### config.mk
export PLATFORM = sky130hd
export DESIGN_NAME = sync_serial_master
export DESIGN_NICKNAME = d
export VERILOG_FILES = /design/src/rtl/ssm_pkg.sv /design/src/rtl/ssm_baud.sv /design/src/rtl/ssm_shifter.sv /design/src/rtl/ssm_host.sv /design/src/rtl/sync_serial_master.sv
export SDC_FILE = /design/constraint.sdc
export NUM_CORES = 1
export LEC_CHECK = 0
export ABC_AREA = 1
export CORE_ASPECT_RATIO = 0.7
export CORE_UTILIZATION = 60
export CTS_CLUSTER_DIAMETER = 60
export CTS_CLUSTER_SIZE = 24
export DETAILED_ROUTE_END_ITERATION = 10
export DONT_BUFFER_PORTS = 1
export HOLD_SLACK_MARGIN = 0.1
export PLACE_DENSITY = 0.84
export SYNTH_ARGS = -nofsm -noshare
export SYNTH_HDL_FRONTEND = slang
export SYNTH_HIERARCHICAL = 1
export SYNTH_SLANG_ARGS = --single-unit
export TNS_END_PERCENT = 1
### constraint.sdc
create_clock -name clk -period 2.5 [get_ports clk]
set_input_delay 0.375 -clock clk [delete_from_list [all_inputs] [get_ports clk]]
set_output_delay 0.375 -clock clk [all_outputs]
set_load 0.01 [all_outputs]
### src/rtl/ssm_pkg.sv
package ssm_pkg;
  localparam logic [1:0] A_DATA = 2'd0;
  localparam logic [1:0] A_CTRL = 2'd1;
  localparam logic [1:0] A_STAT = 2'd2;
  localparam logic [1:0] A_DIV  = 2'd3;

  typedef struct packed {
    logic irq_en;
    logic edge_sel;
    logic dir_tx;
    logic hold;
  } ctrl_t;

  localparam ctrl_t CTRL_RST = '{irq_en: 1'b0, edge_sel: 1'b0, dir_tx: 1'b0, hold: 1'b1};
endpackage

### src/rtl/ssm_baud.sv
module ssm_baud #(
  parameter int DIV_W = 8
) (
  input  logic             clk,
  input  logic             rst,
  input  logic             run,
  input  logic [DIV_W-1:0] half_div,
  output logic             tick
);
  logic [DIV_W-1:0] cnt;

  // >= keeps the counter bounded if the divider shrinks mid-frame
  assign tick = run && (cnt >= half_div);

  always_ff @(posedge clk) begin
    if (rst || !run || tick) cnt <= '0;
    else                     cnt <= cnt + 1'b1;
  end
endmodule

### src/rtl/ssm_shifter.sv
module ssm_shifter #(
  parameter int W = 8
) (
  input  logic         clk,
  input  logic         rst,
  input  logic         enable,
  input  logic         start,
  input  logic [W-1:0] load_data,
  input  logic         edge_sel,
  input  logic         sd_in,
  input  logic         tick,
  output logic         sck,
  output logic         sd_out,
  output logic         act,
  output logic         done,
  output logic [W-1:0] shreg
);
  localparam int PH_W = $clog2(2 * W);
  localparam logic [PH_W-1:0] LAST = PH_W'(2 * W - 1);

  logic            cap;
  logic [PH_W-1:0] ph;

  always_ff @(posedge clk) begin
    done <= 1'b0;
    if (rst) begin
      act    <= 1'b0;
      ph     <= '0;
      sck    <= 1'b0;
      sd_out <= 1'b0;
      shreg  <= '0;
      cap    <= 1'b0;
    end else if (!enable) begin
      act <= 1'b0;
      ph  <= '0;
      sck <= edge_sel;
    end else if (!act) begin
      sck <= edge_sel;
      if (start) begin
        act    <= 1'b1;
        ph     <= '0;
        shreg  <= load_data;
        sd_out <= load_data[W-1];
      end
    end else if (tick) begin
      ph <= ph + 1'b1;
      if (ph == LAST) begin
        sck   <= edge_sel;
        act   <= 1'b0;
        done  <= 1'b1;
        shreg <= {shreg[W-2:0], cap};
      end else begin
        sck <= ~sck;
        if (!ph[0]) begin
          cap <= sd_in;
        end else begin
          shreg  <= {shreg[W-2:0], cap};
          sd_out <= shreg[W-2];
        end
      end
    end
  end
endmodule

### src/rtl/ssm_host.sv
module ssm_host
  import ssm_pkg::*;
#(
  parameter int W     = 8,
  parameter int DIV_W = 8
) (
  input  logic             clk,
  input  logic             rst,
  input  logic             we,
  input  logic             re,
  input  logic [1:0]       addr,
  input  logic [W-1:0]     wdata,
  output logic [W-1:0]     rdata,
  output ctrl_t            ctrl,
  output logic [DIV_W-1:0] half_div,
  input  logic             act,
  input  logic             done,
  input  logic [W-1:0]     shreg,
  output logic             start,
  output logic [W-1:0]     load_data,
  output logic             tx_full,
  output logic             pend,
  output logic             irq
);
  logic [W-1:0] tx_buf, rx_buf;
  logic         rx_full, ready, rd_rx, wr_tx;

  assign rd_rx     = re && (addr == A_DATA);
  assign wr_tx     = we && (addr == A_DATA);
  assign ready     = !ctrl.hold && (ctrl.dir_tx ? tx_full : !rx_full);
  assign start     = !ctrl.hold && !act && !done && !pend && (!ctrl.dir_tx || tx_full);
  assign load_data = tx_buf;

  always_ff @(posedge clk) begin
    irq <= 1'b0;
    if (rst) begin
      ctrl     <= CTRL_RST;
      half_div <= '0;
      tx_buf   <= '0;
      rx_buf   <= '0;
      tx_full  <= 1'b0;
      rx_full  <= 1'b0;
      pend     <= 1'b0;
      rdata    <= '0;
    end else begin
      if (re) begin
        case (addr)
          A_DATA:  rdata <= rx_buf;
          A_CTRL:  rdata <= W'(ctrl);
          A_STAT:  rdata <= W'({act, ready});
          default: rdata <= W'(half_div);
        endcase
      end
      if (we && addr == A_CTRL) ctrl     <= ctrl_t'(wdata[3:0]);
      if (we && addr == A_DIV)  half_div <= wdata[DIV_W-1:0];
      if (ctrl.hold) begin
        tx_full <= 1'b0;
        rx_full <= 1'b0;
        pend    <= 1'b0;
      end else begin
        if (start && ctrl.dir_tx) begin
          tx_full <= 1'b0;
          irq     <= ctrl.irq_en;
        end
        if (wr_tx) begin
          tx_buf  <= wdata;
          tx_full <= 1'b1;
        end
        if (rd_rx) rx_full <= 1'b0;
        if (done) begin
          if (ctrl.dir_tx || !rx_full || rd_rx) begin
            rx_buf  <= shreg;
            rx_full <= 1'b1;
            if (!ctrl.dir_tx) irq <= ctrl.irq_en;
          end else begin
            pend <= 1'b1;
          end
        end else if (pend && !rx_full) begin
          rx_buf  <= shreg;
          rx_full <= 1'b1;
          pend    <= 1'b0;
          irq     <= ctrl.irq_en;
        end
      end
    end
  end
endmodule

### src/rtl/sync_serial_master.sv
module sync_serial_master
  import ssm_pkg::*;
#(
  parameter int W     = 8,
  parameter int DIV_W = 8
) (
  input  logic         clk,
  input  logic         rst,
  input  logic         host_we,
  input  logic         host_re,
  input  logic [1:0]   host_addr,
  input  logic [W-1:0] host_wdata,
  output logic [W-1:0] host_rdata,
  output logic         sck,
  output logic         sd_out,
  input  logic         sd_in,
  output logic         irq
);
  ctrl_t            ctrl;
  logic [DIV_W-1:0] half_div;
  logic             act, done, start, tick, tx_full, pend;
  logic [W-1:0]     shreg, load_data;
  logic             cfg_hold, cfg_dir, cfg_edge;

  assign cfg_hold = ctrl.hold;
  assign cfg_dir  = ctrl.dir_tx;
  assign cfg_edge = ctrl.edge_sel;

  ssm_host #(.W(W), .DIV_W(DIV_W)) u_host (
    .clk(clk), .rst(rst), .we(host_we), .re(host_re), .addr(host_addr),
    .wdata(host_wdata), .rdata(host_rdata), .ctrl(ctrl), .half_div(half_div),
    .act(act), .done(done), .shreg(shreg), .start(start), .load_data(load_data),
    .tx_full(tx_full), .pend(pend), .irq(irq)
  );

  ssm_baud #(.DIV_W(DIV_W)) u_baud (
    .clk(clk), .rst(rst), .run(act), .half_div(half_div), .tick(tick)
  );

  ssm_shifter #(.W(W)) u_shift (
    .clk(clk), .rst(rst), .enable(!cfg_hold), .start(start), .load_data(load_data),
    .edge_sel(cfg_edge), .sd_in(sd_in), .tick(tick), .sck(sck), .sd_out(sd_out),
    .act(act), .done(done), .shreg(shreg)
  );
endmodule

# ---- Word-level counts from Yosys, hierarchy flattened
# Cells that the tools add are included.
dict set report totals {
  input_bits 15
  ff_bits 65
  out_inout_bits 11
  latchBits 0
  memories 0
  romBits 0
  mem_bits_rw 0
  word_cells 117
}
dict set report classes {
  n_div 0
  reduce_logical 36
  n_mux 41
  n_addsub 2
  n_bitwise 6
  n_shift 0
  n_mul 0
  n_eq_ne 11
  order_cmp 1
}
# op count
set ops {}
lappend ops {{8-bit 2-to-1 mux} 8}
lappend ops {{1-bit 2-to-1 mux} 29}
lappend ops {{8-bit one-hot mux with 3 select lines} 1}
lappend ops {{1-bit logical AND} 12}
lappend ops {{4-bit 2-to-1 mux} 3}
lappend ops {{2-bit != test (second input constant)} 5}
lappend ops {{5-bit AND reduction} 2}
lappend ops {{8-bit by 1-bit adder with 8-bit output (second input constant)} 1}
lappend ops {{8-bit greater-or-equal comparator} 1}
lappend ops {{1-bit zero test} 6}
lappend ops {{3-bit != test (second input constant)} 2}
lappend ops {{1-bit inverter} 6}
lappend ops {{2-bit AND reduction} 3}
lappend ops {{2-bit nonzero test} 3}
lappend ops {{1-bit logical OR} 5}
lappend ops {{4-bit by 1-bit adder with 4-bit output (second input constant)} 1}
lappend ops {{2-bit == test (second input constant)} 2}
lappend ops {{4-bit == test (second input constant)} 1}
lappend ops {{4-bit AND reduction} 1}
lappend ops {{4-bit OR reduction} 1}
lappend ops {{3-bit AND reduction} 1}
lappend ops {{2-bit by 1-bit == test with 1-bit output (second input constant)} 1}
lappend ops {{2-bit zero test} 1}
lappend ops {{2-bit OR reduction} 1}

# ---- Logic depth before layout (Yosys ltp)
# Gate-level depths: netlist of the first run.
dict set report depth {
  depth_word 10
  mapped_depth 19
  ltp_nobuf 18
}

# ---- Modules after synthesis
# Netlist of the first run, hierarchy kept.
# mod n_inst cells_per_inst seq_area_each_um2 area_each_um2
set modules_own_cells {}
lappend modules_own_cells {ssm_host 1 260 800.8 1804.2}
lappend modules_own_cells {ssm_shifter 1 127 340.3 844.6}
lappend modules_own_cells {ssm_baud 1 76 160.2 571.8}
lappend modules_own_cells {sync_serial_master 1 1 0.0 3.8}

# ---- Worst setup path before layout of the first run
# OpenSTA, ideal clock, no wires.
dict set report synth_timing {
  path_kind {register -> register}
  startpoint {register u_host.half_div[7]}
  endpoint {register u_shift.shreg[0]}
  period_less_slack_ns 1.895
  slack_ns 0.605
  path_buffers 1
  path_stages_with_launch 15
  t_required_ns 2.387
  t_arrival_ns 1.781
  setup_time_ns 0.113
  path_cell_list {dfxtp_1 -> inv_1 -> ha_1 -> a21o_1 -> nor2_4 -> nand3_1 -> nand2_1 -> inv_1 -> inv_1 -> nand2_1 -> nand2_4 -> nor2_4 -> buf_6 -> o21ai_1 -> nor2_1}
}
dict set report synth_between {
  elab_chain_len 4
}
# item line_no
set synth_rtl {}
lappend synth_rtl {{start: declaration} ssm_host.sv:15} ;# output logic [DIV_W-1:0] half_div,
lappend synth_rtl {{start signal: assignment} ssm_host.sv:55} ;# if (we && addr == A_DIV) half_div <= wdata[DIV_W-1:0];
lappend synth_rtl {{8-bit greater-or-equal comparator} ssm_baud.sv:13} ;# assign tick = run && (cnt >= half_div);
lappend synth_rtl {{1-bit logical AND} ssm_baud.sv:13}
lappend synth_rtl {{named net tick} sync_serial_master.sv:21} ;# logic act, done, start, tick, tx_full, pend;
lappend synth_rtl {{2-bit != test (no source line)} --}
lappend synth_rtl {{4-bit AND reduction (no source line)} --}
lappend synth_rtl {{end signal: assignment} ssm_shifter.sv:42} ;# shreg <= load_data;
lappend synth_rtl {{end signal: assignment} ssm_shifter.sv:51} ;# shreg <= {shreg[W-2:0], cap};
lappend synth_rtl {{end signal: assignment} ssm_shifter.sv:57} ;# shreg <= {shreg[W-2:0], cap};
lappend synth_rtl {{end: declaration} ssm_shifter.sv:16} ;# output logic [W-1:0] shreg
# The timed path passes the listed nets, and every way through them passes these cells.
# A chain may end at the register's enable or synchronous reset.

# ---- Worst setup path in the final report of the first run
dict set report layout_timing {
  startpoint {register u_host.half_div[7]}
  endpoint {register u_shift.shreg[1]}
}
# The elaborated chain is that of the path after synthesis.

==> results of run 1 <==
[cell usage in the layout, fill, tap and decap left out, drive strengths merged, types with 2 or more instances in the layout]
| cell type | count |
|---|---|
| nor2 | 55 |
| dfxtp | 65 |
| nor3 | 4 |
| xor2 | 3 |
| bufinv | 3 |
| clkbuf | 11 |
| a41oi | 2 |
| inv | 72 |
| o21ai | 21 |
| nand3 | 35 |
| nand4 | 12 |
| nand2 | 128 |
| ha | 10 |
| a31oi | 5 |
| buf | 6 |
| a21oi | 35 |
| xnor2 | 3 |
[where the power goes]
part           internal, mW  leakage [nW]  total (mW)  switching (mW)
sequential             1.05         0.525        1.06          0.0145
clock                 0.688         0.120        1.08           0.387
combinational        0.0344         0.781       0.113          0.0789
[cell families after synthesis]
| group | after synthesis | synth area share, % |
|---|---|---|
| compound gates | 66 | 11.1 |
| fa+ha+maj | 10 | 3.88 |
| xor+xnor | 6 | 1.63 |
| simple gates | 234 | 32.5 |
| flops | 65 | 40.4 |
| buf+inv | 83 | 10.5 |
[cells in the mapped netlist (2+ instances only)]
master and count:
o21ai_1 9, nor3_1 3, nand2_2 4, nand3_1 33
dfxtp_1 65, o21ai_0 11, ha_1 10, a21oi_1 34
buf_6 2, clkbuf_1 5, buf_4 3, inv_2 9
nand4_1 11, nor2_1 50, nand2_1 122, nor2_4 3
nor2_2 2, a41oi_1 2, nand2_4 2, a31oi_1 5
xnor2_1 3, inv_1 63, xor2_1 3
[worst max path at each step]
stage	to	cells past startpoint	slack [ns]	from
after floorplan	u_shift/shreg[0]	14	0.61	u_host/half_div[7]
after global placement	u_shift/shreg[4]	15	0.35	u_host/half_div[5]
after detailed placement	u_shift/shreg[5]	15	0.25	u_host/half_div[7]
after CTS	u_shift/shreg[1]	15	0.16	u_host/half_div[7]
after global routing	u_shift/shreg[1]	15	0.08	u_host/half_div[7]
final	u_shift/shreg[1]	15	0.23	u_host/half_div[7]
[state kept, by name, summed over array words and instances (netlist names), 4 cells and up]
signal,count
u_shift/shreg,8
u_baud/cnt,8
u_host/rx_buf,8
u_host/ctrl,4
u_host/half_div,8
u_host/rdata,8
u_shift/ph,4
u_host/load_data,8
[worst max-delay path, cell delays in order (launching register included)]
cell and delay [ns]:
dfxtp_1 0.37, inv_1 0.06, ha_1 0.30, nand2_1 0.07
nor2_1 0.17, nand2_1 0.13, nand3_1 0.12, nand2_1 0.05
inv_1 0.08, inv_1 0.09, nand2_1 0.14, nand2_4 0.09
nor2_4 0.17, inv_2 0.10, nor2_1 0.13, nor2_1 0.08
[metal layers]
metal	track usage, %	up-vias
met4	9.33	0
met3	8.13	4
li1	-	1491
met5	0	-
met2	41.1	169
met1	44.9	1355
[area by class of cell]
type / count / area share [%]
well taps: 69 / 2.44
clock buffers: 11 / 3.99
inverters: 72 / 7.63
flip-flops and latches: 65 / 36.7
multi-input cells: 316 / 44.7
clock inverters: 5 / 2.90
repair buffers: 7 / 1.55
[per-stage QoR]
stage          util [%]  cell area, sq um  total power [mW]
2_1_floorplan         -              3220              1.18
4_1_cts            70.7              3510              2.27
6_report           71.3              3540              2.25
3_5_place_dp       65.6              3260              1.19
3_3_place_gp       65.6              3260              1.19
5_1_grt            71.3              3540              2.35
[what timing repair did]
| item | 4_1_cts | 5_1_grt |
|---|---|---|
| gates resized for setup | 0 | 0 |
| endpoints found under the setup margin | 0 | 3 |
| hold endpoints to repair | 23 | 0 |
| hold buffers | 1 | 0 |
| buffers inserted | 0 | 4 |
==> impl_metrics.toml, run 1 <==
[yosys]
syn_nets = 489
postSynthAreaPerCell_sq_um = 6.95
synth_cell_types = 33
syn-cell-area_sq_um = 3220
synth-async-reset-ratio_pct = 0
synth_ff_type = "dfxtp_1"
synth_top_cell_by_area = "dfxtp_1"
synthCells = 464
yosys.area.top_type_share_pct = 40.4
ys_warn_count = 6
synth_area_leaders = "dfxtp_1, nand2_1, inv_1"
synth_edf_count = 0
ys_seq_area_share_pct = 40.4
ys_ff_latch = 65

[cells_and_area]
fillers = 406
regArea_sq_um = 1300
num_antenna_cells = 0
multi_input_area_sq_um = 1580
drive_gt1_share_pct = 9.87
instances_no_fill = 545
syn_to_final_growth_pct = 9.82
nNetsFinal = 496

[run]
maxCapViolations = 0

[worst_setup_path]
worst_r2r_endpoint = "u_shift/shreg[1]"
required_ns = 2.72
cp-start-kind = "flop"
ff2ff_setup_slack_ns = 0.23
r2r_start = "u_host/half_div[7]"
cp_max_fo = 7
cp.arrival_ns = 2.49
setup.worst_path.class = "reg -> reg"
reg2reg_depth = 15
end_kind = "flop"

[floorplanning]
die_w_um = 89.6
ios = 26
start_util_pct = 64.9
core_sq_um = 4970
rows = 21
dieHeight_um = 63.3
dieArea_sq_um = 5680

[route]
drt_iter0_drc = 355
drc = 0
num_vias = 3019
routed-wl-met3_um = 816
viasPerCell = 5.54
antenna_left = 0
drt-total-wl_um = 7700
dr.max_layer_used = "met4"
drt-pass1-iter-count = 6
wl_per_cell_um = 14.1
wl_met2_um = 3260
m1WireLength_um = 3570

[placed_design]
place_hpwl_um = 5500
gp_congestion = 0.945
dp_slack_ns = 0.245
dp_cells = 524
port_buffers = 0

[sta]
report.final.hold_viol_count = 0
fin_setup_tns_ns = 0
clock_skew_ns = 0.00599
rsz0062_at_grt = "no"
timing.hold.ws_ns = 0.130
setup_viol = 0
setup_slack_ns = 0.229
tightest_slew_ns = 1.00
max_freq_mhz = 440
maxSlewHeadroom_pct = 33.0
post-route-period-util_pct = 90.8
slew_viol_final = 0
layout_min_cycle_time_ns = 2.27

[global_routing]
antenna_found_initial = 0
grt_overflow = 0
grt_pass1_vias = 2659
grt_max_degree = 24
grt.total_usage_pct = 29.9
grt_pass1_wl_um = 12700

[power]
p_per_area_nw_per_um2 = 636
p_leak_nw = 1.43
max-vdd-ir-drop_uv = 374

[worst_hold_path]
min_path_cells = 1
min-delay-start = "host_re"
min_to = "u_host/rdata[1]"
worst_hold_path_type = "in -> reg"

[clock_tree]
cts_buffers = 9
clockBufferDepth = 2
cts_root_buffer = "clkbuf_8"
clock-sinks = 65
clock_latency_ns = 0.34
cts_tree = "built"
path_clk_slew_ns = 0.07
h-tree-depth = 3

[status]
status = "completed"
(Power assumes the default switching activity.)
==> inputs of run 2 (changes only) <==
--- a/config.mk
+++ b/config.mk
@@ -6,14 +6,14 @@
 export NUM_CORES = 1
 export LEC_CHECK = 0
 export ABC_AREA = 1
+export BUFFER_PORTS_ARGS = -buffer_cell sky130_fd_sc_hd__buf_2
 export CORE_ASPECT_RATIO = 0.7
-export CORE_UTILIZATION = 60
+export CORE_UTILIZATION = 59
 export CTS_CLUSTER_DIAMETER = 60
 export CTS_CLUSTER_SIZE = 24
 export DETAILED_ROUTE_END_ITERATION = 10
-export DONT_BUFFER_PORTS = 1
 export HOLD_SLACK_MARGIN = 0.1
-export PLACE_DENSITY = 0.84
+export PLACE_DENSITY = 0.87
 export SYNTH_ARGS = -nofsm -noshare
 export SYNTH_HDL_FRONTEND = slang
 export SYNTH_HIERARCHICAL = 1
==> impl_metrics.toml, run 2 (same netlist as run 1, synthesis figures left out) <==
[status]
status = "completed"

[floorplanning]
die_w_um = 90.4
ios = 26
core_sq_um = 5260
start_util_pct = 61.3
rows = 22
dieHeight_um = 63.9
dieArea_sq_um = 5770

[clock_tree]
cts_buffers = 9
post_cts_resized = 0
clock_latency_ns = 0.35
h-tree-depth = 3
cts_tree = "built"
clock-sinks = 65
path_clk_slew_ns = 0.07
cts_root_buffer = "clkbuf_8"
clockBufferDepth = 2
ctsHoldBuffers = 0

[power]
max-vdd-ir-drop_uv = 377
p_per_area_nw_per_um2 = 583
finalPower_mw = 2.12
p_leak_nw = 1.50

[sta]
report.final.hold_viol_count = 0
tightest_slew_ns = 0.465
layout_min_cycle_time_ns = 2.29
setup_viol = 0
slew_viol_final = 0
post-route-period-util_pct = 91.6
timing.hold.ws_ns = 0.302
fin_setup_tns_ns = 0
rsz0062_at_grt = "no"
max_freq_mhz = 437
maxSlewHeadroom_pct = 69.0
clock_skew_ns = 0.00533

[placed_design]
gp_congestion = 0.890
port_buffers = 25
place_hpwl_um = 5520
dp_cells = 553
post_dp_cell_area_sq_um = 3390

[cells_and_area]
layout_common_cells = "nand2_1, dfxtp_1, inv_1, nor2_1, a21oi_1"
num_antenna_cells = 0
drive_gt1_share_pct = 14.4
instances_no_fill = 571
nNetsFinal = 519
finalInstanceArea_sq_um = 3630
final_common_cell = "nand2_1"
syn_to_final_growth_pct = 12.5

[route]
drt-pass1-iter-count = 6
antenna_left = 0
drt-total-wl_um = 7760
viasPerCell = 5.37
drt_iter0_drc = 401
num_vias = 3067
wl_per_cell_um = 13.6
drc = 0

[worst_hold_path]
worst_hold_path_type = "in -> reg"

[worst_setup_path]
cp.arrival_ns = 2.54
path_cells = "inv_1, ha_1, nand2_1, nor2_1, nand2_1, nand3_1, nand2_1, inv_1, inv_1, nand2_1, nand2_4, nor2_4, buf_12, nand3_1, nand2_1, nor2_1"
cp_max_fo = 7
cp-start-kind = "flop"
critPathMaxStageDelay_ns = 0.37
end_kind = "flop"
path_common_cell = "nand2_1"
required_ns = 2.75
setup.worst_path.class = "reg -> reg"
crit_slowest_cell = "dfxtp_1"

[global_routing]
grt_max_degree = 21
grt_pass1_wl_um = 12900
grt_overflow = 0
grt_pass1_vias = 2756
grt.total_usage_pct = 29.0
antenna_found_initial = 0

[run]
maxCapViolations = 0
run 2: changes by cell type in the layout (fill, tap and decap cells not counted):
cell,previous run,this run
buf_2,0,25
clkinvlp_4,1,5
buf_4,6,4
bufinv_16,3,1
buf_12,0,1
clkbuf_1,1,0
clkinv_2,1,0
dlygate4sd3_1,1,0
run 2: area by class of cell:
class	count	area [sq um]
clock buffer	10	138
timing repair buffer	30	175
clock inverter	6	67.6
sequential	65	1300
multi-input combinational	316	1580
inverter	72	270
fill	423	1630
tap	72	90.1
run 2: layer usage:
metal / up-vias / part of all wire (%) / routed length, um / track usage, %
met5: - / 0 / 0 / 0
met4: 0 / 1.5 / 116 / 9.68
met3: 13 / 6.8 / 528 / 11.1
met2: 109 / 43 / 3330 / 41.3
met1: 1411 / 49 / 3780 / 40.1
li1: 1534 / - / - / -
run 2: worst paths after layout:
check                           start                   to  slack, ns  depth (start not counted)
hold reg to reg   u_host/load_data[5]  u_host/load_data[5]       0.46                          2
setup reg to reg   u_host/half_div[7]       u_shift/sd_out       0.21                         16
hold / removal          host_wdata[6]   u_host/half_div[6]       0.30                          3
setup / recovery   u_host/half_div[7]       u_shift/sd_out       0.21                         16
run 2: what timing repair did:
| item | 4_1_cts | 5_1_grt |
|---|---|---|
| setup endpoints to repair | 0 | 5 |
| buffers inserted | 0 | 2 |
| endpoints found under the hold margin | 0 | 0 |
run 2: per-stage QoR:
| step | setup slack [ns] | utilization, % |
|---|---|---|
| finish | 0.210 | 69.0 |
| global route | 0.0439 | 69.0 |
| CTS | 0.219 | 68.4 |
| detailed placement | 0.238 | 64.5 |
| global placement | 0.382 | 64.5 |
| floorplan | 0.605 | - |
run 2: where the power goes:
group | switching (mW) | internal [mW]
combinational | 0.0994 | 0.0448
sequential | 0.0118 | 1.05
clock | 0.424 | 0.486
total | 0.535 | 1.58
run 2: critical path, delay by kind of cell, from the launching register on:
family                   cells  cell delay, ns
AND/OR/NAND/NOR             11            1.15
adder cells (fa/ha/maj)      1            0.30
flip-flops                   1            0.37
buffers and inverters        4            0.37
==> inputs of run 3 (changes only) <==
--- a/config.mk
+++ b/config.mk
@@ -6,12 +6,12 @@
 export NUM_CORES = 1
 export LEC_CHECK = 0
 export ABC_AREA = 1
-export BUFFER_PORTS_ARGS = -buffer_cell sky130_fd_sc_hd__buf_2
 export CORE_ASPECT_RATIO = 0.7
-export CORE_UTILIZATION = 59
+export CORE_UTILIZATION = 63
 export CTS_CLUSTER_DIAMETER = 60
 export CTS_CLUSTER_SIZE = 24
 export DETAILED_ROUTE_END_ITERATION = 10
+export DONT_BUFFER_PORTS = 1
 export HOLD_SLACK_MARGIN = 0.1
 export PLACE_DENSITY = 0.87
 export SYNTH_ARGS = -nofsm -noshare
==> impl_metrics.toml, run 3 (same netlist as run 1, synthesis figures left out) <==
[cells_and_area]
syn_to_final_growth_pct = 8.23
fillers = 389
final_common_cell = "nand2_1"
multi_input_area_sq_um = 1590
layout_common_cells = "nand2_1, dfxtp_1, inv_1, nor2_1"
nNetsFinal = 494
num_antenna_cells = 0
drive_gt1_share_pct = 9.92
regArea_sq_um = 1300

[clock_tree]
clock-sinks = 65
h-tree-depth = 3
path_clk_slew_ns = 0.08
clock_latency_ns = 0.35
cts_tree = "built"
cts_root_buffer = "clkbuf_8"
cts_buffers = 9
clockBufferDepth = 2

[global_routing]
grt_pass1_wl_um = 12300
grt.total_usage_pct = 30.8
antenna_found_initial = 0
grt_overflow = 0
grt_max_degree = 24
grt_pass1_vias = 2571

[worst_setup_path]
end_kind = "flop"
cp-start-kind = "flop"
cp_max_fo = 7
setup.worst_path.class = "reg -> reg"
cp.arrival_ns = 2.65
required_ns = 2.74

[route]
num_vias = 3046
wl_per_cell_um = 14.6
antenna_left = 0
drt-pass1-iter-count = 5
drt-total-wl_um = 7950
drt_iter0_drc = 423
viasPerCell = 5.61
drc = 0

[sta]
post-route-period-util_pct = 96.6
maxSlewHeadroom_pct = 33.7
report.final.hold_viol_count = 0
rsz0062_at_grt = "no"
clock_skew_ns = 0.0104
slew_viol_final = 0
fin_setup_tns_ns = 0
setup_viol = 0
max_freq_mhz = 414
tightest_slew_ns = 0.991
layout_min_cycle_time_ns = 2.41

[power]
pwr-share-comb_pct = 5.8
p_switching_mw = 0.505
max-vdd-ir-drop_uv = 572
intPower_mw = 1.57
p_sw_share_pct = 24.4
p_leak_nw = 1.39
clock_power_share_pct = 42.9
seqPwrFrac_pct = 51.3
finalPower_mw = 2.07
p_per_area_nw_per_um2 = 594

[placed_design]
place_hpwl_um = 5590
port_buffers = 0
gp_congestion = 0.837

[floorplanning]
start_util_pct = 66.3
dieHeight_um = 61.9
rows = 21
core_sq_um = 4860
dieArea_sq_um = 5410
ios = 26
die_w_um = 87.5

[worst_hold_path]
worst_hold_path_type = "in -> reg"

[run]
maxCapViolations = 0

[status]
status = "completed"
run 3: cell types whose count changed in the layout (fill, tap and decap cells not counted), sizes merged:
cell | before | now
clkinv | 0 | 2
buf | 30 | 3
clkinvlp | 5 | 2
clkbuf | 10 | 11
dlygate4sd3 | 0 | 2
run 3: path summary, 6_finish.rpt:
check	from	to	slack (ns)	cells after the start
worst max-delay path	u_host/half_div[7]	u_shift/shreg[7]	0.09	16
worst min-delay path	host_re	u_host/rdata[3]	0.17	1
worst max register to register	u_host/half_div[7]	u_shift/shreg[7]	0.09	16
worst min register to register	u_host/load_data[5]	u_host/load_data[5]	0.46	2
run 3: stage by stage:
step           utilization [%]  cells  setup WS (ns)  area (sq um)  hold WS [ns]
6_report                  71.8    543         0.0861          3490         0.166
5_1_grt                   71.8    543        0.00633          3490         0.159
4_1_cts                   71.1    540         0.0872          3460         0.107
3_5_place_dp              66.8    523          0.108          3250         0.448
3_3_place_gp              66.8    523          0.309          3250         0.446
2_1_floorplan                -    464          0.605          3220         0.435
run 3: cell type report:
cell class              instances  share of cell area, %
clock inverters                 5                   1.58
clock buffers                  11                   4.05
multi-input cells             316                   45.6
well taps                      69                   2.47
repair buffers                  5                   1.22
flip-flops and latches         65                   37.3
inverters                      72                   7.74
run 3: power by group through the flow:
stage	sequential [mW]	combinational [mW]	clock, mW
after floorplan	1.08	0.0925	0
after global placement	1.09	0.0980	0
final	1.06	0.119	0.890
after CTS	1.06	0.112	0.894
after detailed placement	1.09	0.103	0
after global routing	1.07	0.130	0.952
run 3: routing by layer:
layer	vias to the layer above	global-route usage, %	wire length (um)
met5	-	0	0
met4	0	10.3	138
met3	17	11.9	750
met2	140	45.1	3330
met1	1399	42.0	3720
li1	1490	-	-
run 3: timing repair:
action,4_1_cts,5_1_grt
gates resized for setup,0,3
hold buffers,1,1
setup endpoints to repair,0,9
setup buffers,0,2
endpoints found under the hold margin,23,1
run 3: worst max-delay path, cell delays in order, from the launching register on:
cell and delay, ns:
dfxtp_1 0.37, inv_1 0.08, ha_1 0.33, nand2_1 0.12
nor2_2 0.19, nand2_1 0.13, nand3_1 0.13, nand2_1 0.06
inv_1 0.09, inv_1 0.09, nand2_2 0.10, nand2_4 0.09
nor2_4 0.19, buf_4 0.17, nand2_1 0.05, nand2_1 0.06
nor2_1 0.04
